`config.mk`:
```
export PLATFORM = sky130hd
export DESIGN_NAME = sleep_wake_seq
export DESIGN_NICKNAME = d
export VERILOG_FILES = /design/src/rtl/swk_pkg.sv /design/src/rtl/swk_sync.sv /design/src/rtl/swk_edge_det.sv /design/src/rtl/swk_fsm.sv /design/src/rtl/sleep_wake_seq.sv
export SDC_FILE = /design/constraint.sdc
export NUM_CORES = 1
export LEC_CHECK = 0
export ABC_AREA = 1
export ABC_CLOCK_PERIOD_IN_PS = 1700
export BUFFER_PORTS_ARGS = -buffer_cell sky130_fd_sc_hd__buf_2
export CORE_UTILIZATION = 49
export CTS_CLUSTER_DIAMETER = 100
export DETAILED_ROUTE_END_ITERATION = 6
export PLACE_DENSITY = 0.85
export SLEW_MARGIN = 40
export SYNTH_ARGS = -nofsm -noshare
export SYNTH_HDL_FRONTEND = slang
export SYNTH_SLANG_ARGS = --single-unit
```
`constraint.sdc`:
```
create_clock -name clk -period 1.7 [get_ports clk]
set_input_delay 0.17 -clock clk [delete_from_list [all_inputs] [get_ports clk]]
set_output_delay 0.17 -clock clk [all_outputs]
set_load 0.02 [all_outputs]
```
`src/rtl/swk_pkg.sv`:
```
package swk_pkg;
  typedef enum logic [2:0] {
    ST_RUN     = 3'd0,
    ST_ASLEEP  = 3'd1,
    ST_PWRUP   = 3'd2,
    ST_BGAP    = 3'd3,
    ST_SUPPLY  = 3'd4,
    ST_HANDOFF = 3'd5
  } swk_state_e;
endpackage

```
`src/rtl/swk_sync.sv`:
```
module swk_sync #(
  parameter int WIDTH  = 1,
  parameter int STAGES = 2
) (
  input  logic             clk,
  input  logic             rst_n,
  input  logic [WIDTH-1:0] d,
  output logic [WIDTH-1:0] q
);
  logic [WIDTH-1:0] chain [STAGES];

  generate
    for (genvar s = 0; s < STAGES; s++) begin : g_stage
      if (s == 0) begin : g_first
        always_ff @(posedge clk or negedge rst_n) begin
          if (!rst_n) chain[s] <= '0;
          else        chain[s] <= d;
        end
      end else begin : g_rest
        always_ff @(posedge clk or negedge rst_n) begin
          if (!rst_n) chain[s] <= '0;
          else        chain[s] <= chain[s-1];
        end
      end
    end
  endgenerate

  assign q = chain[STAGES-1];
endmodule

```
`src/rtl/swk_edge_det.sv`:
```
module swk_edge_det #(
  parameter int STAGES = 2
) (
  input  logic clk,
  input  logic rst_n,
  input  logic slow_in,
  output logic rise_en,
  output logic fall_en
);
  logic slow_s;
  logic slow_prev;

  swk_sync #(.WIDTH(1), .STAGES(STAGES)) u_sync (
    .clk(clk), .rst_n(rst_n), .d(slow_in), .q(slow_s)
  );

  always_ff @(posedge clk or negedge rst_n) begin
    if (!rst_n) slow_prev <= 1'b0;
    else        slow_prev <= slow_s;
  end

  assign rise_en = slow_s & ~slow_prev;
  assign fall_en = ~slow_s & slow_prev;

  assert_one_edge_R11: assert property (@(posedge clk) disable iff (!rst_n)
    $onehot0({rise_en, fall_en}));
  assert_rise_single_R11: assert property (@(posedge clk) disable iff (!rst_n)
    rise_en |=> !rise_en);
endmodule

```
`src/rtl/swk_fsm.sv`:
```
module swk_fsm
  import swk_pkg::*;
(
  input  logic clk,
  input  logic rst_n,
  input  logic rise_en,
  input  logic fall_en,
  input  logic wake_req,
  input  logic sleep_cmd,
  input  logic bandgap_ok,
  input  logic lvd_ok,
  input  logic cpu_bra,
  output logic pwr_down,
  output logic brq_raw,
  output logic bg_seen,
  output logic sup_seen,
  output logic wake_done
);
  swk_state_e state_q, state_d;
  logic pwr_d, brq_d, bg_d, sup_d, done_d;
  logic bra_q;

  always_comb begin
    state_d = state_q;
    pwr_d   = pwr_down;
    brq_d   = brq_raw;
    bg_d    = bg_seen;
    sup_d   = sup_seen;
    done_d  = 1'b0;
    unique case (state_q)
      ST_RUN: begin
        if (sleep_cmd) begin
          state_d = ST_ASLEEP;
          pwr_d   = 1'b1;
          brq_d   = 1'b1;
          bg_d    = 1'b0;
          sup_d   = 1'b0;
        end
      end
      ST_ASLEEP: begin
        if (fall_en && wake_req) state_d = ST_PWRUP;
      end
      ST_PWRUP: begin
        if (rise_en) begin
          state_d = ST_BGAP;
          pwr_d   = 1'b0;
        end
      end
      ST_BGAP: begin
        if (rise_en) begin
          state_d = ST_SUPPLY;
          bg_d    = bandgap_ok;
        end
      end
      ST_SUPPLY: begin
        if (fall_en) begin
          state_d = ST_HANDOFF;
          sup_d   = lvd_ok;
          brq_d   = 1'b0;
        end
      end
      ST_HANDOFF: begin
        if (bra_q && !cpu_bra) begin
          state_d = ST_RUN;
          done_d  = 1'b1;
        end
      end
      default: state_d = ST_RUN;
    endcase
  end

  always_ff @(posedge clk or negedge rst_n) begin
    if (!rst_n) begin
      state_q   <= ST_RUN;
      pwr_down  <= 1'b0;
      brq_raw   <= 1'b0;
      bg_seen   <= 1'b0;
      sup_seen  <= 1'b0;
      wake_done <= 1'b0;
      bra_q     <= 1'b0;
    end else begin
      state_q   <= state_d;
      pwr_down  <= pwr_d;
      brq_raw   <= brq_d;
      bg_seen   <= bg_d;
      sup_seen  <= sup_d;
      wake_done <= done_d;
      bra_q     <= cpu_bra;
    end
  end

  assert_asleep_holds_R2: assert property (@(posedge clk) disable iff (!rst_n)
    (state_q == ST_ASLEEP) |-> (pwr_down && brq_raw));
  assert_pd_on_rise_R5: assert property (@(posedge clk) disable iff (!rst_n)
    $fell(pwr_down) |-> $past(rise_en));
  assert_brq_on_fall_R7: assert property (@(posedge clk) disable iff (!rst_n)
    $fell(brq_raw) |-> ($past(fall_en) && !pwr_down));
  assert_done_pulse_R10: assert property (@(posedge clk) disable iff (!rst_n)
    wake_done |=> !wake_done);
  assert_sleep_ignored_R9: assert property (@(posedge clk) disable iff (!rst_n)
    (state_q == ST_SUPPLY && sleep_cmd && !fall_en) |=> !pwr_down);
endmodule

```
`src/rtl/sleep_wake_seq.sv`:
```
module sleep_wake_seq #(
  parameter int N_IRQ       = 8,
  parameter int SYNC_STAGES = 2
) (
  input  logic             clk,
  input  logic             rst_n,
  input  logic             slow_clk,
  input  logic [N_IRQ-1:0] irq_req,
  input  logic [N_IRQ-1:0] irq_enable,
  input  logic             sleep_cmd,
  input  logic             bandgap_ok,
  input  logic             lvd_ok,
  input  logic             cpu_bra,
  output logic             pwr_down,
  output logic             brq,
  output logic             bg_seen,
  output logic             sup_seen,
  output logic             wake_done
);
  logic rise_en, fall_en;
  logic wake_raw, wake_s;
  logic brq_raw;

  assign wake_raw = |(irq_req & irq_enable);

  swk_sync #(.WIDTH(1), .STAGES(SYNC_STAGES)) u_wake_sync (
    .clk(clk), .rst_n(rst_n), .d(wake_raw), .q(wake_s)
  );

  swk_edge_det #(.STAGES(SYNC_STAGES)) u_edge (
    .clk(clk), .rst_n(rst_n), .slow_in(slow_clk),
    .rise_en(rise_en), .fall_en(fall_en)
  );

  swk_fsm u_fsm (
    .clk(clk), .rst_n(rst_n), .rise_en(rise_en), .fall_en(fall_en),
    .wake_req(wake_s), .sleep_cmd(sleep_cmd), .bandgap_ok(bandgap_ok),
    .lvd_ok(lvd_ok), .cpu_bra(cpu_bra), .pwr_down(pwr_down),
    .brq_raw(brq_raw), .bg_seen(bg_seen), .sup_seen(sup_seen),
    .wake_done(wake_done)
  );

  swk_sync #(.WIDTH(1), .STAGES(SYNC_STAGES)) u_brq_sync (
    .clk(clk), .rst_n(rst_n), .d(brq_raw), .q(brq)
  );

  assert_brq_lags_R7: assert property (@(posedge clk) disable iff (!rst_n)
    $fell(brq) |-> !pwr_down);
endmodule

```
==> impl_metrics.tcl, run 1 <==
set metrics [dict create \
    status "finished, final reports clean" \
    drt_iter0_markers 7 \
    fin_util_pct 69.3 \
    wl_um 1270 \
    preCtsSetupSlack_ns 0.491 \
    postRouteAntennaNets 0 \
    crit_chain "inv_1 -> nand3_1 -> nand3_2 -> o21ai_0 -> nand2_1" \
    die_w_um 39.9 \
    numCtsBuffers 3 \
    ys_seq_elements 16 \
    syn-num-nets 103 \
    startpoint_type "flop" \
    final_area_um2 913 \
    critPathRequiredTime_ns 1.88 \
    peakVddDrop_v 0.000933 \
    finalSetupTns_ns 0 \
    post_drt_wl_per_cell_um 9.94 \
    cts-root-buf "clkbuf_4" \
    dp_hpwl_um 1000 \
    fmax_ghz 0.808 \
    stdcell_count 128 \
    drv_slew 0 \
    core_um2 1320 \
    cp.arrival_ns 1.41 \
    rsz0062_at_grt "no" \
    crit_path_max_fanout 10 \
    slew_headroom_pct 77.4 \
    ioPinCount 28 \
    rows 13 \
    period_share_pct 72.8 \
    p_per_area_nw_per_um2 1410 \
    netlist_area_um2 704 \
    dp.cells 121 \
    grt_pass1_wl_um 1960 \
    setup_ws_ns 0.463 \
    tritoncts "yes" \
    fin_nets 137 \
    syn_area_per_cell_um2 8.81 \
    drive_gt1_share_pct 33.6 \
    finalHoldViolCount 0 \
    grt_max_degree 17 \
    max_stage_delay_ns 0.52 \
    maxCapViolCount 0 \
    tightestPinTransition_ns 0.338 \
    grt_pass1_vias 507 \
    synth_cells 80 \
    worstRegToRegCells 5 \
    die_h_um 39.9 \
    yosys_warnings 0 \
    dieArea_um2 1590 \
    crit_family "flip-flops" \
    track_usage_pct 19.1 \
    finClkSkew_ns 0.00492 \
    synth_top_area_share_pct 56.8 \
    period_minus_slack_ns 1.24 \
    endpoint_kind "flop" \
    drc_errors 0 \
    synth_seq_area_share_pct 56.8 \
    gp_congestion 0.834 \
    worstReg2RegStart "u_fsm.state_q[2]" \
    setup_violations 0 \
    holdCritStartpoint "irq_enable[7]" \
    regMostFlops "u_fsm.state_q" \
    crit_buf_inv 1 \
    synth_area_leaders "dfrtp_1 57%, nand2_1 14%, nand3_1 4.3%" \
    path_clk_slew_ns 0.09 \
    r2r_end "u_fsm.state_q[0]" \
    via_per_inst 4.74 \
    cp_slowest_cell "dfrtp_1" \
    synth_most_common_cell "nand2_1" \
    antenna_found_initial 0 \
    min_delay_path_depth 3 \
    initial_utilization_pct 53.5 \
    hp-class "input port to flop" \
    synth.top_cells.by_count "27 x nand2_1, 16 x dfrtp_1, 7 x inv_1, 6 x nand3_1, 5 x o21ai_0" \
    crit_type "flop to flop" \
    cts_sinks 16 \
    num_vias 607 \
    clk_path_buf_depth 2 \
    ys_types 18 \
    io_buffers 27 \
    synthArstFlopShare_pct 100 \
    syn_to_final_growth_pct 29.7 \
    place_area_um2 847 \
    p_leak_nw 0.506 \
    synth_top_area_cell "dfrtp_1" \
    largest_reg_flops 3 \
    synthFlopType "dfrtp_1" \
    first_pass_iters 4 \
    regToRegSetupSlack_ns 0.46 \
    ctsHtreeMaxLevel 1 \
    insertion_delay_ns 0.28 \
    synth_edf_count 0 \
    grt-ovfl-total 0 \
    diodes 0 \
    hold_end "u_wake_sync.chain[1]" \
]
-- kinds of logic (layout without fill, tap and decap cells) --
| group | after synthesis | count (layout) | synth area share, % |
|---|---|---|---|
| compound gates | 10 | 10 | 8.17 |
| buf+inv | 10 | 43 | 6.40 |
| flops | 16 | 16 | 56.8 |
| simple gates | 44 | 44 | 28.6 |
-- per-layer routing --
metal / GRT usage (%) / vias up / share of wire, %
met3: 3.41 / 2 / 5.6
li1: - / 323 / -
met1: 23.9 / 256 / 46
met4: 10.3 / 0 / 1.1
met2: 30.6 / 26 / 48
met5: 0 / - / 0
-- timing repair --
action	4_1_cts	5_1_grt
hold endpoints to repair	17	1
setup buffers	0	0
hold buffers	2	1
gates resized for setup	0	0
-- power breakdown --
group	internal (W)	total [W]	leakage, nW	switching (W)
clock network	0.000130	0.000246	0.0210	0.000116
logic	0.000180	0.000481	0.293	0.000302
registers	0.000479	0.000556	0.191	0.0000772
total	0.000789	0.00128	0.506	0.000495
-- final cells by class --
type,instances,area [um^2]
Sequential cell,16,400
Timing Repair Buffer,30,165
Inverter,9,33.8
Tap cell,15,18.8
Fill cell,107,404
Clock buffer,4,36.3
Multi-Input combinational cell,54,259
-- cells in the final DEF, fill, tap and decap left out, types with 2 or more instances in the layout --
| cell | count |
|---|---|
| dlygate4sd3_1 | 3 |
| inv_2 | 2 |
| inv_1 | 7 |
| o21ai_0 | 5 |
| nand2_1 | 27 |
| clkbuf_4 | 3 |
| nor2_1 | 4 |
| nand3_1 | 6 |
| buf_2 | 27 |
| a21oi_1 | 2 |
| a221oi_1 | 2 |
| dfrtp_1 | 16 |
-- worst max-delay path by stage --
stage / slack (ns) / cells after the start / startpoint / end
global route: 0.30 / 5 / u_fsm.state_q[2] / u_fsm.state_q[2]
CTS: 0.47 / 5 / u_fsm.state_q[2] / u_fsm.state_q[2]
detailed placement: 0.49 / 5 / u_fsm.state_q[2] / u_fsm.state_q[0]
global placement: 0.54 / 5 / u_fsm.state_q[2] / u_fsm.state_q[0]
floorplan: 0.64 / 6 / u_fsm.state_q[1] / u_fsm.state_q[0]
finish: 0.46 / 5 / u_fsm.state_q[2] / u_fsm.state_q[0]
-- metrics by stage --
stage / hold WS (ns) / power [W]
after floorplan: -0.126 / 0.000923
after global placement: 0.0925 / 0.00103
after detailed placement: 0.0966 / 0.00104
after CTS: 0.00278 / 0.00129
after global routing: 0.116 / 0.00139
final: 0.0996 / 0.00128
-- worst min-delay path: cells and delay by family --
kind                   cells  cell delay, ns
buffers and inverters      1            0.07
AOI/OAI and AO/OA          1            0.06
and+or+nand+nor            1            0.05
No activity file was read; power rests on OpenSTA's default activity.
==> run 2, diff against run 1 <==
--- a/config.mk
+++ b/config.mk
@@ -5,13 +5,14 @@
 export SDC_FILE = /design/constraint.sdc
 export NUM_CORES = 1
 export LEC_CHECK = 0
-export ABC_AREA = 1
-export ABC_CLOCK_PERIOD_IN_PS = 1700
+export ABC_AREA = 0
+export ABC_CLOCK_PERIOD_IN_PS = 1100
 export BUFFER_PORTS_ARGS = -buffer_cell sky130_fd_sc_hd__buf_2
-export CORE_UTILIZATION = 49
+export CORE_ASPECT_RATIO = 1.25
+export CORE_UTILIZATION = 41
 export CTS_CLUSTER_DIAMETER = 100
 export DETAILED_ROUTE_END_ITERATION = 6
-export PLACE_DENSITY = 0.85
+export PLACE_DENSITY = 0.76
 export SLEW_MARGIN = 40
 export SYNTH_ARGS = -nofsm -noshare
 export SYNTH_HDL_FRONTEND = slang
==> constraint.sdc (replaced) <==
create_clock -name clk -period 1.1 [get_ports clk]
set_input_delay 0.11 -clock clk [delete_from_list [all_inputs] [get_ports clk]]
set_output_delay 0.11 -clock clk [all_outputs]
set_load 0.02 [all_outputs]
==> run 2 against run 1 <==
  * Clock-buffer cell count shrank 1
  * Clock skew decreased by 0.0024 ns
  * Via count rose by 5.6%
  * Largest power group unchanged
  * Worst hold slack worse by 0.038 ns
  * The flow now finishes with violations (setup timing)
  * Sequential power up 64%
  * Synthesized cell count decreased by 24%
  * Global-route usage increased by 0.079 points
  * Cell count down 6.3%
==> impl_metrics.tcl, run 2 <==
set metrics [dict create \
    status "finished with violations" \
    violations "setup timing" \
    synth.top_cells.by_count "16 x dfrtp_1, 4 x a22oi_1, 4 x inv_1, 4 x o21ai_0, 3 x a21oi_1" \
    insertion_delay_ns 0.28 \
    die_w_um 39.3 \
    setup_violations 5 \
    largest_reg_flops 3 \
    drc_errors 0 \
    maxCapViolCount 0 \
    crit_path_max_fanout 6 \
    tightestPinTransition_ns 0.349 \
    syn_area_per_cell_um2 11.7 \
    max_stage_delay_ns 0.46 \
    switchingPower_w 0.000713 \
    dieArea_um2 1910 \
    cts-root-buf "clkbuf_4" \
    worstRegToRegCells 4 \
    cts_sinks 16 \
    netlist_area_um2 712 \
    critPathRequiredTime_ns 1.27 \
    p_comb_share_pct 42.1 \
    finalHoldViolCount 0 \
    drv_slew 0 \
    slew_headroom_pct 76.8 \
    swShare_pct 34.3 \
    crit_chain "buf_6 -> and2b_2 -> o21ai_2 -> a22o_1" \
    yosys_warnings 0 \
    path_clk_slew_ns 0.08 \
    synth_edf_count 0 \
    synthAdderAreaFrac_pct 0 \
    gp_congestion 0.840 \
    drt_iter0_markers 6 \
    power_frac_clock_pct 13.9 \
    period_minus_slack_ns 1.22 \
    multi_input_comb_area_um2 293 \
    mostFrequentLayoutCell "buf_2" \
    period_share_pct 111 \
    via_per_inst 5.34 \
    io_buffers 27 \
    nFillCells 128 \
    synth_cells 61 \
    cp_slowest_cell "dfrtp_2" \
    dp_hpwl_um 1060 \
    wl_um 1500 \
    regMostFlops "u_fsm.state_q" \
    first_pass_iters 4 \
    synth_seq_area_share_pct 56.2 \
    syn-num-nets 84 \
    grt-ovfl-total 0 \
    ys_types 29 \
    die_h_um 48.6 \
    synth_top_area_cell "dfrtp_1" \
    synthMuxAreaShare_pct 1.41 \
    rsz0062_at_grt "yes" \
    numCtsBuffers 3 \
    synth_area_leaders "dfrtp_1 56%, a22oi_1 4.2%, nand4bb_1 3.2%" \
    rows 16 \
    hp-class "input port to flop" \
    p_per_area_nw_per_um2 2050 \
    cp.arrival_ns 1.40 \
    seq_area_um2 403 \
    seq_power_share_pct 44.0 \
    synth_top_family_by_area "compound AO/OA/AOI/OAI gates" \
    grt_max_degree 17 \
    grt_pass1_wl_um 2530 \
    fin_util_pct 63.4 \
    setup_ws_ns -0.123 \
    synth_xor_area_share_pct 0 \
    crit_type "flop to flop" \
    startpoint_type "flop" \
    ioPinCount 28 \
    diodes 0 \
    p_leak_nw 0.499 \
    finClkSkew_ns 0.00257 \
    grt_pass1_vias 608 \
    intPower_w 0.00137 \
    most-common-layout-cells "27 x buf_2, 14 x dfrtp_1, 8 x buf_4" \
    antenna_found_initial 0 \
    clk_path_buf_depth 2 \
    peakVddDrop_v 0.000974 \
    endpoint_kind "flop" \
    fin_nets 127 \
    finalSetupTns_ns -0.493 \
    tritoncts "yes" \
    synth_compound_area_share_pct 19.2 \
    initial_utilization_pct 44.5 \
    fmax_ghz 0.818 \
    synth_most_common_cell "dfrtp_1" \
    num_vias 641 \
    holdWs_ns 0.0611 \
    synthFlopType "dfrtp_1" \
    synth_top_area_share_pct 56.2 \
    ctsHtreeMaxLevel 1 \
    yosys.area_share.simple_pct 17.8 \
    drive_gt1_share_pct 50.0 \
    ys_seq_elements 16 \
    min_delay_path_depth 3 \
    track_usage_pct 19.2 \
    syn_to_final_growth_pct 42.5 \
    post_drt_wl_per_cell_um 12.5 \
    postRouteAntennaNets 0 \
    synthArstFlopShare_pct 100 \
    core_um2 1600 \
]
[run 2: cell count changes after synthesis, sizes merged, moves of 4 or more]
cell,before,now
nand3,7,0
a22oi,0,4
nor2,6,2
nand2,28,2
inv,9,4
[run 2: layout make-up]
| class | instances | area share [%] |
|---|---|---|
| Sequential cell | 16 | 39.7 |
| Inverter | 4 | 1.48 |
| Tap cell | 18 | 2.22 |
| Timing Repair Buffer | 41 | 25.5 |
| Multi-Input combinational cell | 38 | 28.9 |
| Clock buffer | 3 | 2.22 |
[run 2: timing repair]
item | 4_1_cts | 5_1_grt
setup buffers | 2 | 1
gates resized for setup | 8 | 5
hold endpoints to repair | 18 | 0
hold buffers | 3 | 0
endpoints found under the setup margin | 6 | 8
pin swaps | 1 | 2
[run 2: power by group through the flow]
stage | Clock [W] | Combinational, W | Sequential [W]
6_report | 0.000290 | 0.000875 | 0.000914
5_1_grt | 0.000338 | 0.000959 | 0.000943
4_1_cts | 0.000307 | 0.000853 | 0.000904
3_5_place_dp | 0 | 0.000741 | 0.000907
3_3_place_gp | 0 | 0.000720 | 0.000906
2_1_floorplan | 0 | 0.000446 | 0.000922
[run 2: stage by stage]
stage	worst slack (ns)	power, W	area, um^2	cells
final	-0.123	0.00208	1010	120
after global routing	-0.179	0.00224	1010	120
after CTS	-0.105	0.00206	997	119
after detailed placement	-0.115	0.00165	906	111
after global placement	-0.0942	0.00163	906	111
after floorplan	-0.0173	0.00137	712	61
[run 2: cells by family after synthesis]
kind of cell / Yosys count
simple gates: 17
compound gates: 20
mux: 1
buf+inv: 7
flops: 16
[run 2: critical path, delay by kind of cell (launching register included)]
| kind | cells | cell delay (ns) |
|---|---|---|
| compound gates | 2 | 0.28 |
| buf+inv | 1 | 0.13 |
| simple gates | 1 | 0.25 |
| flops | 1 | 0.46 |
[run 2: per-layer routing]
metal,GRT usage (%),share of wire (%),vias to the layer above
met2,32.8,52,29
met4,10.3,2.4,0
li1,-,-,311
met3,2.75,5.3,5
met5,0,0,-
met1,21.4,40,296
[run 2: path summary, 6_finish.rpt]
kind / start / end / slack, ns
setup reg to reg: u_fsm.state_q[2] / u_fsm.brq_raw / -0.12
setup / recovery: u_fsm.state_q[2] / u_fsm.brq_raw / -0.12
hold reg to reg: u_wake_sync.chain[1] / u_wake_sync.q / 0.35
max in group asynchronous: rst_n / u_edge.slow_prev / 0.56
min in group asynchronous: rst_n / u_brq_sync.q / 0.27
hold / removal: irq_enable[7] / u_wake_sync.chain[1] / 0.06
